<file path="src/rtl/pwm_jit_pkg.sv">
package pwm_jit_pkg;

  typedef enum logic {
    FSEL_A = 1'b0,
    FSEL_B = 1'b1
  } fsel_e;

  typedef enum logic {
    SWEEP_UP   = 1'b0,
    SWEEP_DOWN = 1'b1
  } sweep_e;

  function automatic int imax(input int a, input int b);
    return (a > b) ? a : b;
  endfunction

  // per-period length change so that one half sweep covers the full span
  function automatic int sweep_step(input int dev, input int half_periods);
    int s;
    if (half_periods <= 0) return 1;
    s = (2 * dev) / half_periods;
    return (s < 1) ? 1 : s;
  endfunction

endpackage

</file>
<file path="src/rtl/pwm_sense_sync.sv">
module pwm_sense_sync #(
  parameter int STAGES = 2
) (
  input  logic clk,
  input  logic rst_n,
  input  logic async_in,
  output logic sync_out
);

  generate
    if (STAGES <= 1) begin : g_single
      logic stg_q;
      always_ff @(posedge clk) begin
        if (!rst_n) stg_q <= 1'b0;
        else        stg_q <= async_in;
      end
      assign sync_out = stg_q;
    end else begin : g_chain
      logic [STAGES-1:0] stg_q;
      always_ff @(posedge clk) begin
        if (!rst_n) stg_q <= '0;
        else        stg_q <= {stg_q[STAGES-2:0], async_in};
      end
      assign sync_out = stg_q[STAGES-1];
    end
  endgenerate

endmodule

</file>
<file path="src/rtl/pwm_period_sweep.sv">
module pwm_period_sweep
  import pwm_jit_pkg::*;
#(
  parameter int CW     = 11,
  parameter int MIN_A  = 1423,
  parameter int MAX_A  = 1653,
  parameter int STEP_A = 1,
  parameter int MIN_B  = 925,
  parameter int MAX_B  = 1075,
  parameter int STEP_B = 1
) (
  input  logic          clk,
  input  logic          rst_n,
  input  logic          advance,
  input  logic          sel,
  output logic [CW-1:0] next_len
);

  localparam logic [CW-1:0] LO_A = CW'(MIN_A);
  localparam logic [CW-1:0] HI_A = CW'(MAX_A);
  localparam logic [CW-1:0] ST_A = CW'(STEP_A);
  localparam logic [CW-1:0] LO_B = CW'(MIN_B);
  localparam logic [CW-1:0] HI_B = CW'(MAX_B);
  localparam logic [CW-1:0] ST_B = CW'(STEP_B);

  logic [CW-1:0] nxt_q;
  sweep_e        dir_q;
  fsel_e         mode_q;
  fsel_e         sel_e;

  logic [CW-1:0] lo_cur, hi_cur, st_cur, lo_new;
  logic [CW:0]   up_sum, dn_lim;

  assign sel_e = fsel_e'(sel);

  always_comb begin
    lo_cur = (mode_q == FSEL_B) ? LO_B : LO_A;
    hi_cur = (mode_q == FSEL_B) ? HI_B : HI_A;
    st_cur = (mode_q == FSEL_B) ? ST_B : ST_A;
    lo_new = (sel_e == FSEL_B) ? LO_B : LO_A;
    up_sum = {1'b0, nxt_q} + {1'b0, st_cur};
    dn_lim = {1'b0, lo_cur} + {1'b0, st_cur};
  end

  always_ff @(posedge clk) begin
    if (!rst_n) begin
      nxt_q  <= LO_A;
      dir_q  <= SWEEP_UP;
      mode_q <= FSEL_A;
    end else if (advance) begin
      if (sel_e != mode_q) begin
        nxt_q  <= lo_new;
        dir_q  <= SWEEP_UP;
        mode_q <= sel_e;
      end else if (dir_q == SWEEP_UP) begin
        if (up_sum >= {1'b0, hi_cur}) begin
          nxt_q <= hi_cur;
          dir_q <= SWEEP_DOWN;
        end else begin
          nxt_q <= up_sum[CW-1:0];
        end
      end else begin
        if ({1'b0, nxt_q} <= dn_lim) begin
          nxt_q <= lo_cur;
          dir_q <= SWEEP_UP;
        end else begin
          nxt_q <= nxt_q - st_cur;
        end
      end
    end
  end

  assign next_len = nxt_q;

endmodule

</file>
<file path="src/rtl/pwm_pulse_core.sv">
module pwm_pulse_core #(
  parameter int CW        = 11,
  parameter int DUTY_PCT  = 80,
  parameter int BLANK_CYC = 18
) (
  input  logic          clk,
  input  logic          rst_n,
  input  logic [CW-1:0] next_len,
  input  logic          cs_hit,
  input  logic          drive_en,
  output logic          wrap,
  output logic          drive_out,
  output logic          ramp_active,
  output logic          period_start
);

  localparam int            PW      = CW + 7;
  localparam logic [CW-1:0] BLANK_W = CW'(BLANK_CYC);

  logic [CW-1:0] cnt_q, len_q, cap_q, cap_d;
  logic [PW-1:0] prod;
  logic          stop_q, start_q;
  logic          in_cap, past_blank, kill;

  // duty limit follows the length that is about to be loaded
  assign prod  = PW'(next_len) * PW'(DUTY_PCT);
  assign cap_d = CW'(prod / PW'(100));

  assign wrap       = (cnt_q == (len_q - CW'(1)));
  assign in_cap     = (cnt_q < cap_q);
  assign past_blank = (cnt_q >= BLANK_W);
  assign kill       = !drive_en || (cs_hit && past_blank);

  always_ff @(posedge clk) begin
    if (!rst_n) begin
      cnt_q   <= '0;
      len_q   <= CW'(1);
      cap_q   <= '0;
      stop_q  <= 1'b0;
      start_q <= 1'b0;
    end else begin
      start_q <= wrap;
      if (wrap) begin
        cnt_q  <= '0;
        len_q  <= next_len;
        cap_q  <= cap_d;
        stop_q <= 1'b0;
      end else begin
        cnt_q <= cnt_q + CW'(1);
        if (kill) stop_q <= 1'b1;
      end
    end
  end

  assign drive_out    = drive_en && !stop_q && in_cap;
  assign ramp_active  = in_cap;
  assign period_start = start_q;

endmodule

</file>
<file path="src/rtl/pwm_jitter_timer.sv">
module pwm_jitter_timer
  import pwm_jit_pkg::*;
#(
  parameter int CLK_HZ       = 100_000_000,
  parameter int FREQ_A_HZ    = 65_000,
  parameter int FREQ_B_HZ    = 100_000,
  parameter int JIT_PERMILLE = 75,
  parameter int JIT_SWEEP_US = 6000,
  parameter int DUTY_PCT     = 80,
  parameter int BLANK_NS     = 180,
  parameter int SYNC_STAGES  = 2
) (
  input  logic clk,
  input  logic rst_n,
  input  logic freq_sel,
  input  logic drive_en,
  input  logic cs_trip,
  output logic drive_out,
  output logic ramp_active,
  output logic period_start
);

  localparam int NOM_A  = CLK_HZ / FREQ_A_HZ;
  localparam int DEV_A  = NOM_A * JIT_PERMILLE / 1000;
  localparam int MIN_A  = NOM_A - DEV_A;
  localparam int MAX_A  = NOM_A + DEV_A;
  localparam int HALF_A = JIT_SWEEP_US * (FREQ_A_HZ / 1000) / 2000;
  localparam int STEP_A = sweep_step(DEV_A, HALF_A);

  localparam int NOM_B  = CLK_HZ / FREQ_B_HZ;
  localparam int DEV_B  = NOM_B * JIT_PERMILLE / 1000;
  localparam int MIN_B  = NOM_B - DEV_B;
  localparam int MAX_B  = NOM_B + DEV_B;
  localparam int HALF_B = JIT_SWEEP_US * (FREQ_B_HZ / 1000) / 2000;
  localparam int STEP_B = sweep_step(DEV_B, HALF_B);

  localparam int CW        = $clog2(imax(MAX_A, MAX_B) + 1);
  localparam int BLANK_RAW = ((CLK_HZ / 1000) * BLANK_NS + 999_999) / 1_000_000;
  localparam int BLANK_CYC = (BLANK_RAW < 1) ? 1 : BLANK_RAW;

  logic          cs_hit;
  logic          wrap;
  logic [CW-1:0] next_len;

  pwm_sense_sync #(
    .STAGES (SYNC_STAGES)
  ) u_sync (
    .clk      (clk),
    .rst_n    (rst_n),
    .async_in (cs_trip),
    .sync_out (cs_hit)
  );

  pwm_period_sweep #(
    .CW     (CW),
    .MIN_A  (MIN_A),
    .MAX_A  (MAX_A),
    .STEP_A (STEP_A),
    .MIN_B  (MIN_B),
    .MAX_B  (MAX_B),
    .STEP_B (STEP_B)
  ) u_sweep (
    .clk      (clk),
    .rst_n    (rst_n),
    .advance  (wrap),
    .sel      (freq_sel),
    .next_len (next_len)
  );

  pwm_pulse_core #(
    .CW        (CW),
    .DUTY_PCT  (DUTY_PCT),
    .BLANK_CYC (BLANK_CYC)
  ) u_core (
    .clk          (clk),
    .rst_n        (rst_n),
    .next_len     (next_len),
    .cs_hit       (cs_hit),
    .drive_en     (drive_en),
    .wrap         (wrap),
    .drive_out    (drive_out),
    .ramp_active  (ramp_active),
    .period_start (period_start)
  );

endmodule

</file>
<file path="config.mk">
export PLATFORM = sky130hd
export DESIGN_NAME = pwm_jitter_timer
export DESIGN_NICKNAME = d
export VERILOG_FILES = /design/src/rtl/pwm_jit_pkg.sv /design/src/rtl/pwm_sense_sync.sv /design/src/rtl/pwm_period_sweep.sv /design/src/rtl/pwm_pulse_core.sv /design/src/rtl/pwm_jitter_timer.sv
export SDC_FILE = /design/constraint.sdc
export NUM_CORES = 1
export LEC_CHECK = 0
export ABC_AREA = 1
export BUFFER_PORTS_ARGS = -buffer_cell sky130_fd_sc_hd__buf_2
export CAP_MARGIN = 20
export CORE_ASPECT_RATIO = 0.7
export CORE_MARGIN = 10
export CORE_UTILIZATION = 60
export CTS_CLUSTER_SIZE = 40
export DETAILED_ROUTE_END_ITERATION = 10
export GPL_ROUTABILITY_DRIVEN = 0
export PLACE_DENSITY_LB_ADDON = 0.12
export SLEW_MARGIN = 30
export SYNTH_ARGS = -nofsm -noshare
export SYNTH_HDL_FRONTEND = slang
export SYNTH_SLANG_ARGS = --single-unit
</file>
<file path="constraint.sdc">
create_clock -name clk -period 7.3 [get_ports clk]
set_clock_uncertainty 0.05 [all_clocks]
set_input_delay 0.365 -clock clk [delete_from_list [all_inputs] [get_ports clk]]
set_output_delay 0.365 -clock clk [all_outputs]
set_load 0.01 [all_outputs]
</file>
[After elaboration in Yosys (flattened, before gate mapping)]
Index checks and enable logic that the tools add are counted.
Storage, ports and cells
  bits in registers: 50
  latch bits: 0
  bits in writable memories: 0
  ROM bits: 0
  input bits: 5
  output and inout port bits: 3
  logic and storage cells: 42
  memories kept: 0
Cells by class
  add/sub/neg operators: 5
  multipliers: 1
  divide/modulo/power cells: 1
  magnitude comparators: 4
  eq/ne operators: 2
  shift-type cells: 0
  mux-type cells: 11
  bitwise logic cells: 1
  reduce and logical (&&, ||, !) cells: 8
Operators with widths (number)
  11-bit two-way mux: 6
  11-bit by 1-bit adder with 12-bit output, second input constant: 2
  11-bit by 1-bit subtractor with 11-bit output, second input constant: 2
  18-bit by 7-bit divider with 18-bit output, second input constant: 1
  11-bit by 3-bit multiplier with 14-bit output, second input constant: 1
  12-bit by 11-bit >= comparator with 1-bit output: 1
  11-bit by 12-bit less-or-equal comparator with 1-bit output: 1
  11-bit by 1-bit adder with 11-bit output, second input constant: 1
  11-bit equality test: 1
  11-bit by 5-bit >= comparator with 1-bit output, second input constant: 1
  11-bit < comparator: 1
  10-bit two-way mux: 1
  1-bit two-way mux: 4
  1-bit logical AND: 3
  1-bit logical NOT: 2
  2-bit AND reduction: 1
  2-bit OR reduction: 1
  1-bit logical OR: 1
  1-bit inequality test: 1
  1-bit NOT: 1

[Longest topological paths before layout]
Gate-level depths: netlist of the first run.
  depth in word-level cells: 6
  mapped depth: 70
  mapped depth without buffers: 70

[By module]
A second synthesis of the first run with hierarchy kept.
Second synthesis, totals
  cells, all modules: 911
  area total of the unflattened synthesis: 5759.3 um2
Modules (own cells, without submodules)
  pwm_pulse_core: times used 1, cells an instance 674, area each 4309.1 um2, sequential area each 700.7 um2
  pwm_period_sweep: times used 1, cells an instance 231, area each 1395.1 um2, sequential area each 260.2 um2
  pwm_sense_sync: times used 1, cells an instance 6, area each 55.1 um2, sequential area each 40.0 um2

[Least setup slack after synthesis of the first run]
OpenSTA, ideal clock, no wires.
  path kind: register to register
  from: register u_sweep.nxt_q[1] (netlist: u_sweep.next_len[1])
  to: register u_core.cap_q[0]
  library setup time: 112 ps
  arrival: 6365 ps
  data required time: 7138 ps
  slack: 773 ps
  cell stages (with the launch flop): 66
  path buffers: 0
  clock period less this slack: 6527 ps
  cell sequence: dfxtp_1 > ha_1 > ha_1 > inv_1 > fa_1 > inv_1 > nand3_1 > nand2_1 > nand3_1 > nand2_1 > nand2_1 > nand2_1 > inv_2 > nand3_4 > nand2_4 > nand2_1 > nand2_2 > nor2_2 > (+30 left out) > nand2_1 > nand2_1 > inv_1 > ha_1 > inv_1 > nand3_2 > o21ai_4 > nand3_1 > nand2_2 > nand2_1 > nand2_1 > nand2_1 > nand2_1 > nand2_1 > a21oi_1 > nand3_1 > nand2_1 > nand2_1
On the way
  word-level cells in the longest chain between the ends: 2
Ends and longest elaborated chain
  start, declared: RTL line pwm_period_sweep.sv:26  | logic [CW-1:0] nxt_q;
  start signal, assigned: RTL line pwm_period_sweep.sv:52  | nxt_q <= lo_new;
  start signal, assigned: RTL line pwm_period_sweep.sv:57  | nxt_q <= hi_cur;
  start signal, assigned: RTL line pwm_period_sweep.sv:60  | nxt_q <= up_sum[CW-1:0];
  11-bit by 3-bit multiplier with 14-bit output: RTL line pwm_pulse_core.sv:26  | assign prod = PW'(next_len) * PW'(DUTY_PCT);
  18-bit by 7-bit divider with 18-bit output: RTL line pwm_pulse_core.sv:27  | assign cap_d = CW'(prod / PW'(100));
  end signal, assigned: RTL line pwm_pulse_core.sv:46  | cap_q <= cap_d;
  end, declared: RTL line pwm_pulse_core.sv:20  | logic [CW-1:0] cnt_q, len_q, cap_q, cap_d;
Every way passes these cells.
A chain may end at the register's enable or synchronous reset.

[Worst setup path after layout of the first run]
  from: register u_sweep.nxt_q[3] (netlist: u_sweep.next_len[3])
  to: register u_core.cap_q[0]
Same word-level chain as after synthesis.

==> results of run 1 <==
how the worst max path moves through the flow:
| stage | startpoint | cells past startpoint | endpoint | slack (ns) |
|---|---|---|---|---|
| final | u_sweep.next_len[3]$_SDFFE_PN1P_ | 58 | u_core.cap_q[0]$_SDFFE_PN0P_ | 0.11 |
| after global routing | u_sweep.next_len[4]$_SDFFE_PN0P_ | 59 | u_core.cap_q[0]$_SDFFE_PN0P_ | -0.30 |
| after CTS | u_sweep.next_len[1]$_SDFFE_PN1P_ | 65 | u_core.cap_q[0]$_SDFFE_PN0P_ | 0.03 |
| after detailed placement | u_sweep.next_len[1]$_SDFFE_PN1P_ | 63 | u_core.cap_q[0]$_SDFFE_PN0P_ | -0.12 |
| after global placement | u_sweep.next_len[1]$_SDFFE_PN1P_ | 63 | u_core.cap_q[0]$_SDFFE_PN0P_ | 0.19 |
| after floorplan | u_sweep.next_len[1]$_SDFFE_PN1P_ | 65 | u_core.cap_q[0]$_SDFFE_PN0P_ | 0.77 |
cell type report:
cell class / count / area [um2] / area share, %
Clock inverter: 2 / 13.8 / 0.202
Multi-Input combinational cell: 687 / 4650 / 68.1
Inverter: 145 / 549 / 8.05
Timing Repair Buffer: 43 / 305 / 4.48
Clock buffer: 6 / 129 / 1.89
Sequential cell: 50 / 1020 / 15.0
Tap cell: 124 / 155 / 2.27
through the flow:
step	area, um2	TNS, ns	hold WS (ns)	utilization [%]	setup WS (ns)
finish	6820	0	0.202	75.5	0.113
global route	6820	-0.364	0.213	75.5	-0.297
CTS	5930	0	0.206	65.6	0.0263
detailed placement	5750	-0.128	0.367	63.6	-0.121
global placement	5750	0	0.349	63.6	0.186
floorplan	5540	0	0.340	-	0.773
cell usage in the layout, fill, tap and decap left out, types with 25 or more instances in the layout:
cell type,n
xor2_1,25
nand2_4,42
o21ai_0,39
inv_1,125
ha_1,33
buf_4,36
nand2_1,200
dfxtp_1,42
nand3_1,70
nand2_2,40
nor2_1,54
timing repair:
| item | 4_1_cts | 5_1_grt |
|---|---|---|
| setup endpoints to repair | 2 | 3 |
| resized for setup | 12 | 151 |
| pin swaps | 3 | 58 |
| gates cloned | 0 | 0 |
| buffers inserted | 1 | 30 |
metal layers:
metal	track usage, %	vias to the layer above	share of wire [%]
met5	0	-	0
met4	3.34	0	1.6
met3	4.49	41	8.2
met2	32.4	284	45
met1	29.5	2847	45
li1	-	3001	-
cells by family after synthesis:
logic type | count (synthesis) | share of synthesized area, %
adder cells (fa/ha/maj) | 45 | 10.3
XOR/XNOR | 32 | 5.06
flip-flops | 50 | 18.1
AO/OA/AOI/OAI | 109 | 12.0
buffers and inverters | 151 | 10.2
AND/OR/NAND/NOR | 501 | 44.4
state kept, by name, indices dropped and copies added, names as in the netlist:
signal / flops
u_core.cap_q: 11
u_core.cnt_q: 11
u_core.len_q: 11
u_sweep.next_len: 11
u_sync.g_chain.stg_q: 2
u_core.period_start: 1
u_core.stop_q: 1
u_sweep.dir_q: 1
u_sweep.mode_q: 1
worst max-delay path, delay by kind of cell, from the launching register on:
| kind | cells | cell delay, ns |
|---|---|---|
| and+or+nand+nor | 47 | 4.80 |
| buffers and inverters | 5 | 0.41 |
| DFF | 1 | 0.37 |
| adders and majority gates | 3 | 0.80 |
| AOI/OAI and AO/OA | 3 | 0.62 |
==> results.sh, run 1 <==
export IMPL_place_port_buffers=7
export IMPL_final_hold_viol_count=0
export IMPL_synth_area_leaders="dfxtp_1 18%, nand2_1 16%, ha_1 9.9%"
export IMPL_clk_latency_ns=0.30
export IMPL_grt_setup_unrepaired="true"
export IMPL_critical_path_reg2reg_endpoint="u_core.cap_q[0]$_SDFFE_PN0P_"
export IMPL_dieArea_mm2=0.0135
export IMPL_dominant_cell_type_by_area_after_synthesis="dfxtp_1"
export IMPL_timing_max_cap_violations=0
export IMPL_floorplan_io_pins=8
export IMPL_globalRouteTotalUtil_pct=21.0
export IMPL_crit_path_start_kind="flop"
export IMPL_holdCritStartpoint="cs_trip"
export IMPL_finalNetCount=982
export IMPL_required_ns=7.44
export IMPL_whs_endpoint="u_sync.g_chain.stg_q[0]$_SDFF_PN0_"
export IMPL_synth_lib_cells_used_distinct=50
export IMPL_hold_path_depth=3
export IMPL_synth_edff_count=0
export IMPL_post_route_cells_drive_above_1_share_pct=25.2
export IMPL_antennaDiodeCount=0
export IMPL_stdcell_count=1057
export IMPL_status="completed"
export IMPL_least_margin_pin_slew_ns=0.882
export IMPL_post_route_period_util_pct=98.5
export IMPL_rr_worst_depth=58
export IMPL_netlist_instances=888
export IMPL_layout_min_cycle_time_ns=7.19
export IMPL_first_global_vias=5334
export IMPL_initial_core_util_pct=61.4
export IMPL_filler_cell_count=651
export IMPL_synth_cell_area_mm2=0.00554
export IMPL_syn_nets=938
export IMPL_die_h_um=100
export IMPL_worst_path_max_delay_cell="dfxtp_4"
export IMPL_htree_levels=2
export IMPL_ctsRootBufferMaster="clkbuf_16"
export IMPL_timing_final_max_slew_violations=0
export IMPL_critical_path_top_cell_by_count="nand2_4"
export IMPL_area_growth_syn_to_layout_pct=23.0
export IMPL_via_per_inst=5.84
export IMPL_dp_cells=1018
export IMPL_clock_path_buffers=2
export IMPL_row_count=29
export IMPL_grt_pass1_wl_um=24300
export IMPL_timing_setup_critical_path_class="reg2reg"
export IMPL_dominantRegCellSynth="dfxtp_1"
export IMPL_vias=6173
export IMPL_cts_num_sinks=50
export IMPL_clock_tree_from_tritoncts="yes"
export IMPL_postCtsHoldBufs=0
export IMPL_detail_route_antenna_nets=0
export IMPL_antenna_found_initial=0
export IMPL_r2r_start="u_sweep.next_len[3]$_SDFFE_PN1P_"
export IMPL_first_pass_iters=5
export IMPL_numCtsBuffers=5
export IMPL_synthesis_yosys_warnings=0
export IMPL_post_synth_cell_area_avg_um2=6.24
export IMPL_worst_hold_path_type="in2reg"
export IMPL_worstSetupEndpointType="flop"
export IMPL_avgRoutedWirePerCell_um=15.6
export IMPL_yosys_top_cells_count="239 x nand2_1, 131 x inv_1, 88 x nand3_1"
export IMPL_max_freq_ghz=0.139
export IMPL_dpl_hpwl_um=11100
export IMPL_critical_path_max_fanout=8
export IMPL_max_stage_delay_ns=0.37
export IMPL_finalSetupViolations=0
export IMPL_area_fraction_of_the_dominant_cell_type_after_synthesis_pct=18.1
export IMPL_chipWidth_um=135
export IMPL_relSlewSlack_pct=40.8
export IMPL_r2r_setup_slack_ns=0.11
export IMPL_coreArea_mm2=0.00903
export IMPL_yosysSeqAreaShare_pct=18.1
export IMPL_gr_total_overflow=0
export IMPL_synth_async_reset_ratio_pct=0
export IMPL_route_final_wire_length_um=16500
export IMPL_path_clk_slew_ns=0.07
export IMPL_drt_drc_violations_left=0
export IMPL_synth_seq_cells=50
export IMPL_synth_most_common_cell="nand2_1"
export IMPL_grt_start_max_net_pins=37
export IMPL_drtIter0Drc=474
export IMPL_critPathArrivalTime_ns=7.33
Power of run 1 is not shown: default switching activity piles up to over one toggle a cycle in this logic, so the estimate is an artifact.
==> inputs of run 2 (changes only) <==
--- a/config.mk
+++ b/config.mk
@@ -14,7 +14,9 @@
 export CTS_CLUSTER_SIZE = 40
 export DETAILED_ROUTE_END_ITERATION = 10
 export GPL_ROUTABILITY_DRIVEN = 0
+export HOLD_SLACK_MARGIN = 0.06
 export PLACE_DENSITY_LB_ADDON = 0.12
+export SETUP_SLACK_MARGIN = 0.15
 export SLEW_MARGIN = 30
 export SYNTH_ARGS = -nofsm -noshare
 export SYNTH_HDL_FRONTEND = slang
==> run 2 against run 1 <==
  * Critical path depth up 3
  * Register-to-register slack about the same
  * Global-route usage hardly changed
  * Sequential share of layout area increased by 0.066 points
  * Die area did not move
==> results.sh, run 2 (synthesis gave the netlist of run 1 again) <==
export IMPL_worst_path_max_delay_cell="fa_2"
export IMPL_drtIter0Drc=608
export IMPL_worst_hold_path_type="in2reg"
export IMPL_dieArea_mm2=0.0135
export IMPL_stdcell_area_mm2=0.00678
export IMPL_detail_route_antenna_nets=0
export IMPL_row_count=29
export IMPL_layout_min_cycle_time_ns=7.19
export IMPL_relSlewSlack_pct=41.8
export IMPL_finalSetupViolations=0
export IMPL_place_ws_ns=-0.121
export IMPL_timing_setup_critical_path_class="reg2reg"
export IMPL_post_route_cells_drive_above_1_share_pct=24.8
export IMPL_postCtsHoldBufs=0
export IMPL_via_per_inst=5.84
export IMPL_final_setup_worst_slack_ns=0.105
export IMPL_antennaDiodeCount=0
export IMPL_critical_path_startpoint="u_sweep.next_len[1]$_SDFFE_PN1P_"
export IMPL_least_margin_pin_slew_ns=0.867
export IMPL_r2r_setup_slack_ns=0.11
export IMPL_placed_cell_area_mm2=0.00575
export IMPL_critPathArrivalTime_ns=7.33
export IMPL_layout_commonest_cell="nand2_1"
export IMPL_critical_path_top_cell_by_count="nand2_4"
export IMPL_r2r_start="u_sweep.next_len[1]$_SDFFE_PN1P_"
export IMPL_final_hold_viol_count=0
export IMPL_coreArea_mm2=0.00903
export IMPL_path_clk_slew_ns=0.07
export IMPL_stdcell_count=1059
export IMPL_first_pass_iters=7
export IMPL_timing_final_max_slew_violations=0
export IMPL_worstSetupEndpointType="flop"
export IMPL_chipWidth_um=135
export IMPL_cts_num_sinks=50
export IMPL_route_final_wire_length_um=16400
export IMPL_required_ns=7.44
export IMPL_place_port_buffers=7
export IMPL_area_growth_syn_to_layout_pct=22.2
export IMPL_max_stage_delay_ns=0.39
export IMPL_critical_path_max_fanout=8
export IMPL_ctsRootBufferMaster="clkbuf_16"
export IMPL_status="completed"
export IMPL_clk_latency_ns=0.30
export IMPL_globalRouteTotalUtil_pct=21.0
export IMPL_htree_levels=2
export IMPL_vias=6180
export IMPL_most_used_cells_in_the_layout_excluding_fill_and_tap_cells="204 x nand2_1, 124 x inv_1, 71 x nand3_1"
export IMPL_first_global_vias=5355
export IMPL_avgRoutedWirePerCell_um=15.5
export IMPL_post_route_period_util_pct=98.6
export IMPL_floorplan_io_pins=8
export IMPL_max_freq_ghz=0.139
export IMPL_die_h_um=100
export IMPL_clock_path_buffers=2
export IMPL_antenna_found_initial=0
export IMPL_timing_max_cap_violations=0
export IMPL_dp_cells=1018
export IMPL_numCtsBuffers=5
export IMPL_drt_drc_violations_left=0
export IMPL_holdCritStartpoint="cs_trip"
export IMPL_clock_tree_from_tritoncts="yes"
export IMPL_grt_start_max_net_pins=37
export IMPL_dpl_hpwl_um=11100
export IMPL_min_hold_slack_ns=0.204
export IMPL_finalNetCount=984
export IMPL_gr_total_overflow=0
export IMPL_initial_core_util_pct=61.4
export IMPL_grt_setup_unrepaired="true"
export IMPL_crit_path_start_kind="flop"
export IMPL_grt_pass1_wl_um=24400
==> run 2: cell types whose count changed in the layout (fill, tap and decap cells not counted), sizes merged <==
| cell | change |
|---|---|
| buf | +2 |
==> run 2: worst paths after layout <==
kind                                              to  cells past startpoint
setup / recovery        u_core.cap_q[0]$_SDFFE_PN0P_                     61
hold reg to reg   u_sync.g_chain.stg_q[1]$_SDFF_PN0_                      2
hold / removal    u_sync.g_chain.stg_q[0]$_SDFF_PN0_                      3
setup reg to reg        u_core.cap_q[0]$_SDFFE_PN0P_                     61
==> run 2: final cells by class <==
class,instances,area (um2)
Tap cell,124,155
Clock inverter,2,13.8
Inverter,145,552
Multi-Input combinational cell,687,4580
Clock buffer,6,129
Sequential cell,50,1020
Fill cell,673,2260
Timing Repair Buffer,45,320
==> run 2: stage by stage <==
stage	TNS [ns]	utilization, %
floorplan	0	-
global placement	0	63.6
detailed placement	-0.128	63.6
CTS	0	66.2
global route	-0.455	75.0
finish	0	75.0
==> run 2: timing repair <==
action,in CTS,in global routing
pin swaps,6,57
cloned,0,0
buffers inserted,2,31
setup endpoints to repair,2,3
gates resized for setup,21,132
==> run 2: routing by layer <==
layer	routed length (um)	GRT usage, %
met3	1240	4.49
met5	0	0
met4	157	3.34
met1	7570	29.5
met2	7460	32.5
==> run 2: critical path, delay by kind of cell, from the launching register on <==
kind,cells,cell delay [ns]
adders and majority gates,4,0.96
buffers and inverters,8,0.70
and+or+nand+nor,45,4.32
AOI/OAI and AO/OA,4,0.69
DFF,1,0.37
Power of run 2 is left out for the same reason.
==> inputs of run 3 (changes only) <==
--- a/config.mk
+++ b/config.mk
@@ -5,7 +5,6 @@
 export SDC_FILE = /design/constraint.sdc
 export NUM_CORES = 1
 export LEC_CHECK = 0
-export ABC_AREA = 1
 export BUFFER_PORTS_ARGS = -buffer_cell sky130_fd_sc_hd__buf_2
 export CAP_MARGIN = 20
 export CORE_ASPECT_RATIO = 0.7
@@ -16,6 +15,7 @@
 export GPL_ROUTABILITY_DRIVEN = 0
 export HOLD_SLACK_MARGIN = 0.06
 export PLACE_DENSITY_LB_ADDON = 0.12
+export REMOVE_ABC_BUFFERS = 1
 export SETUP_SLACK_MARGIN = 0.15
 export SLEW_MARGIN = 30
 export SYNTH_ARGS = -nofsm -noshare
==> run 3 against run 2 <==
  * The flow now finishes with violations (setup timing)
  * Fmax fell by 13%
  * Die area rose by 11%
  * Sequential share of layout area is 3.8 points lower
  * Synthesized cell count fell by 5.1%
==> results.sh, run 3 <==
export IMPL_status="finished with violations"
export IMPL_failing_checks="setup timing"
export IMPL_synth_most_common_cell="nor2_1"
export IMPL_htree_levels=2
export IMPL_required_ns=7.45
export IMPL_layout_commonest_cell="buf_4"
export IMPL_first_pass_iters=8
export IMPL_initial_core_util_pct=61.1
export IMPL_globalRouteTotalUtil_pct=28.4
export IMPL_path_clk_slew_ns=0.07
export IMPL_worst_hold_path_type="in2reg"
export IMPL_yosysSeqAreaShare_pct=15.9
export IMPL_place_port_buffers=7
export IMPL_critical_path_top_cell_by_count="buf_4"
export IMPL_antenna_found_initial=0
export IMPL_dominantRegCellSynth="dfxtp_1"
export IMPL_clk_latency_ns=0.30
export IMPL_synth_seq_cells=50
export IMPL_synth_async_reset_ratio_pct=0
export IMPL_synthesis_yosys_warnings=0
export IMPL_post_route_cells_drive_above_1_share_pct=37.8
export IMPL_worstSetupEndpointType="flop"
export IMPL_area_fraction_of_the_dominant_cell_type_after_synthesis_pct=15.9
export IMPL_cts_num_sinks=50
export IMPL_relSlewSlack_pct=43.3
export IMPL_die_h_um=106
export IMPL_dieArea_mm2=0.0150
export IMPL_timing_max_cap_violations=0
export IMPL_clock_path_buffers=2
export IMPL_critPathArrivalTime_ns=8.41
export IMPL_via_per_inst=6.95
export IMPL_area_growth_syn_to_layout_pct=43.3
export IMPL_netlist_instances=843
export IMPL_least_margin_pin_slew_ns=0.850
export IMPL_yosys_top_cells_count="79 x nor2_1, 77 x nand2_1, 74 x a21oi_1"
export IMPL_max_freq_ghz=0.121
export IMPL_detail_route_antenna_nets=0
export IMPL_timing_setup_critical_path_class="reg2reg"
export IMPL_most_used_cells_in_the_layout_excluding_fill_and_tap_cells="215 x buf_4, 75 x nor2_1, 75 x nand2_1"
export IMPL_synth_edff_count=0
export IMPL_antennaDiodeCount=0
export IMPL_synth_lib_cells_used_distinct=102
export IMPL_clock_tree_from_tritoncts="yes"
export IMPL_timing_final_max_slew_violations=0
export IMPL_avgRoutedWirePerCell_um=21.9
export IMPL_placed_cell_area_mm2=0.00767
export IMPL_finalSetupViolations=3
export IMPL_post_synth_cell_area_avg_um2=7.45
export IMPL_crit_path_start_kind="flop"
export IMPL_grt_pass1_wl_um=36800
export IMPL_numCtsBuffers=5
export IMPL_synth_area_leaders="dfxtp_1 16%, ha_1 8.8%, a21oi_1 5.9%"
export IMPL_row_count=31
export IMPL_ctsRootBufferMaster="clkbuf_16"
export IMPL_critical_path_max_fanout=7
export IMPL_final_setup_worst_slack_ns=-0.954
export IMPL_grt_start_max_net_pins=38
export IMPL_floorplan_io_pins=8
export IMPL_drtIter0Drc=1173
export IMPL_drt_drc_violations_left=0
export IMPL_stdcell_area_mm2=0.00899
export IMPL_vias=8188
export IMPL_final_hold_viol_count=0
export IMPL_dpl_hpwl_um=15200
export IMPL_route_final_wire_length_um=25800
export IMPL_synth_cell_area_mm2=0.00628
export IMPL_coreArea_mm2=0.0103
export IMPL_chipWidth_um=142
export IMPL_postCtsHoldBufs=0
export IMPL_gr_total_overflow=0
export IMPL_dominant_cell_type_by_area_after_synthesis="dfxtp_1"
export IMPL_worst_path_max_delay_cell="nor4_1"
export IMPL_grt_setup_unrepaired="true"
export IMPL_finalNetCount=1095
export IMPL_first_global_vias=7433
export IMPL_layout_min_cycle_time_ns=8.25
export IMPL_post_route_period_util_pct=113
export IMPL_max_stage_delay_ns=0.53
run 3: cell types whose count changed after synthesis, sizes merged, moves of 16 or more:
cell / previous run / this run
nand2: 285 / 78
a21oi: 22 / 78
nand4: 28 / 10
a211oi: 1 / 19
inv: 141 / 42
nand3: 94 / 32
nor3: 8 / 27
clkbuf: 5 / 29
xnor2: 7 / 44
and2: 1 / 17
run 3: per-stage QoR:
stage	worst slack [ns]	utilization (%)	instances	setup TNS (ns)	hold WS [ns]
after floorplan	-1.03	-	805	-2.60	0.362
after global routing	-1.11	87.5	1178	-2.94	0.247
after detailed placement	-0.864	74.7	1125	-2.28	0.395
after CTS	-0.353	83.4	1166	-0.719	0.237
final	-0.954	87.5	1178	-2.41	0.239
after global placement	-0.616	74.7	1125	-1.62	0.367
run 3: final cells by class:
cell class                 instances  area, um2
inverter                          43        164
tap                              132        165
multi-input combinational        712       5730
clock inverter                     3       21.3
timing repair buffer             233       1770
fill                             492       1280
clock buffer                       5        125
sequential                        50       1010
run 3: path summary, 6_finish.rpt:
kind	start	end	slack, ns	cells past startpoint
worst max-delay path	u_sweep.next_len[1]$_SDFFE_PN1P_	u_core.cap_q[0]$_SDFFE_PN0P_	-0.95	33
worst min-delay path	drive_en	u_core.stop_q$_SDFFE_PP0P_	0.24	2
worst max register to register	u_sweep.next_len[1]$_SDFFE_PN1P_	u_core.cap_q[0]$_SDFFE_PN0P_	-0.95	33
worst min register to register	u_sync.g_chain.stg_q[1]$_SDFF_PN0_	u_core.stop_q$_SDFFE_PP0P_	0.43	2
run 3: kinds of logic after synthesis:
group | count (synthesis) | share of synthesized area (%)
flip-flops | 50 | 15.9
multiplexers | 11 | 1.87
XOR/XNOR | 63 | 10.0
AO/OA/AOI/OAI | 294 | 34.5
AND/OR/NAND/NOR | 299 | 23.3
buffers and inverters | 81 | 5.24
adder cells (fa/ha/maj) | 45 | 9.09
run 3: repair_timing:
action / 4_1_cts / 5_1_grt
hold endpoints to repair: 0 / 0
gates resized for setup: 97 / 60
pin swaps: 60 / 44
endpoints found under the setup margin: 4 / 4
setup buffers: 33 / 12
cloned: 0 / 0
run 3: layer usage:
metal,track usage [%],share of wire (%),vias up
met5,0,0,-
met4,6.11,5.8,0
met3,4.62,11,168
met2,45.9,45,641
met1,38.7,39,3860
li1,-,-,3519
run 3: critical path: cells and delay by family (launching register included):
| family | cells | cell delay [ns] |
|---|---|---|
| multiplexers | 1 | 0.19 |
| flip-flops | 1 | 0.34 |
| AND/OR/NAND/NOR | 6 | 1.57 |
| adder cells (fa/ha/maj) | 2 | 0.41 |
| AO/OA/AOI/OAI | 18 | 4.47 |
| buffers and inverters | 5 | 0.83 |
| XOR/XNOR | 1 | 0.33 |
Power of run 3 is left out for the same reason.
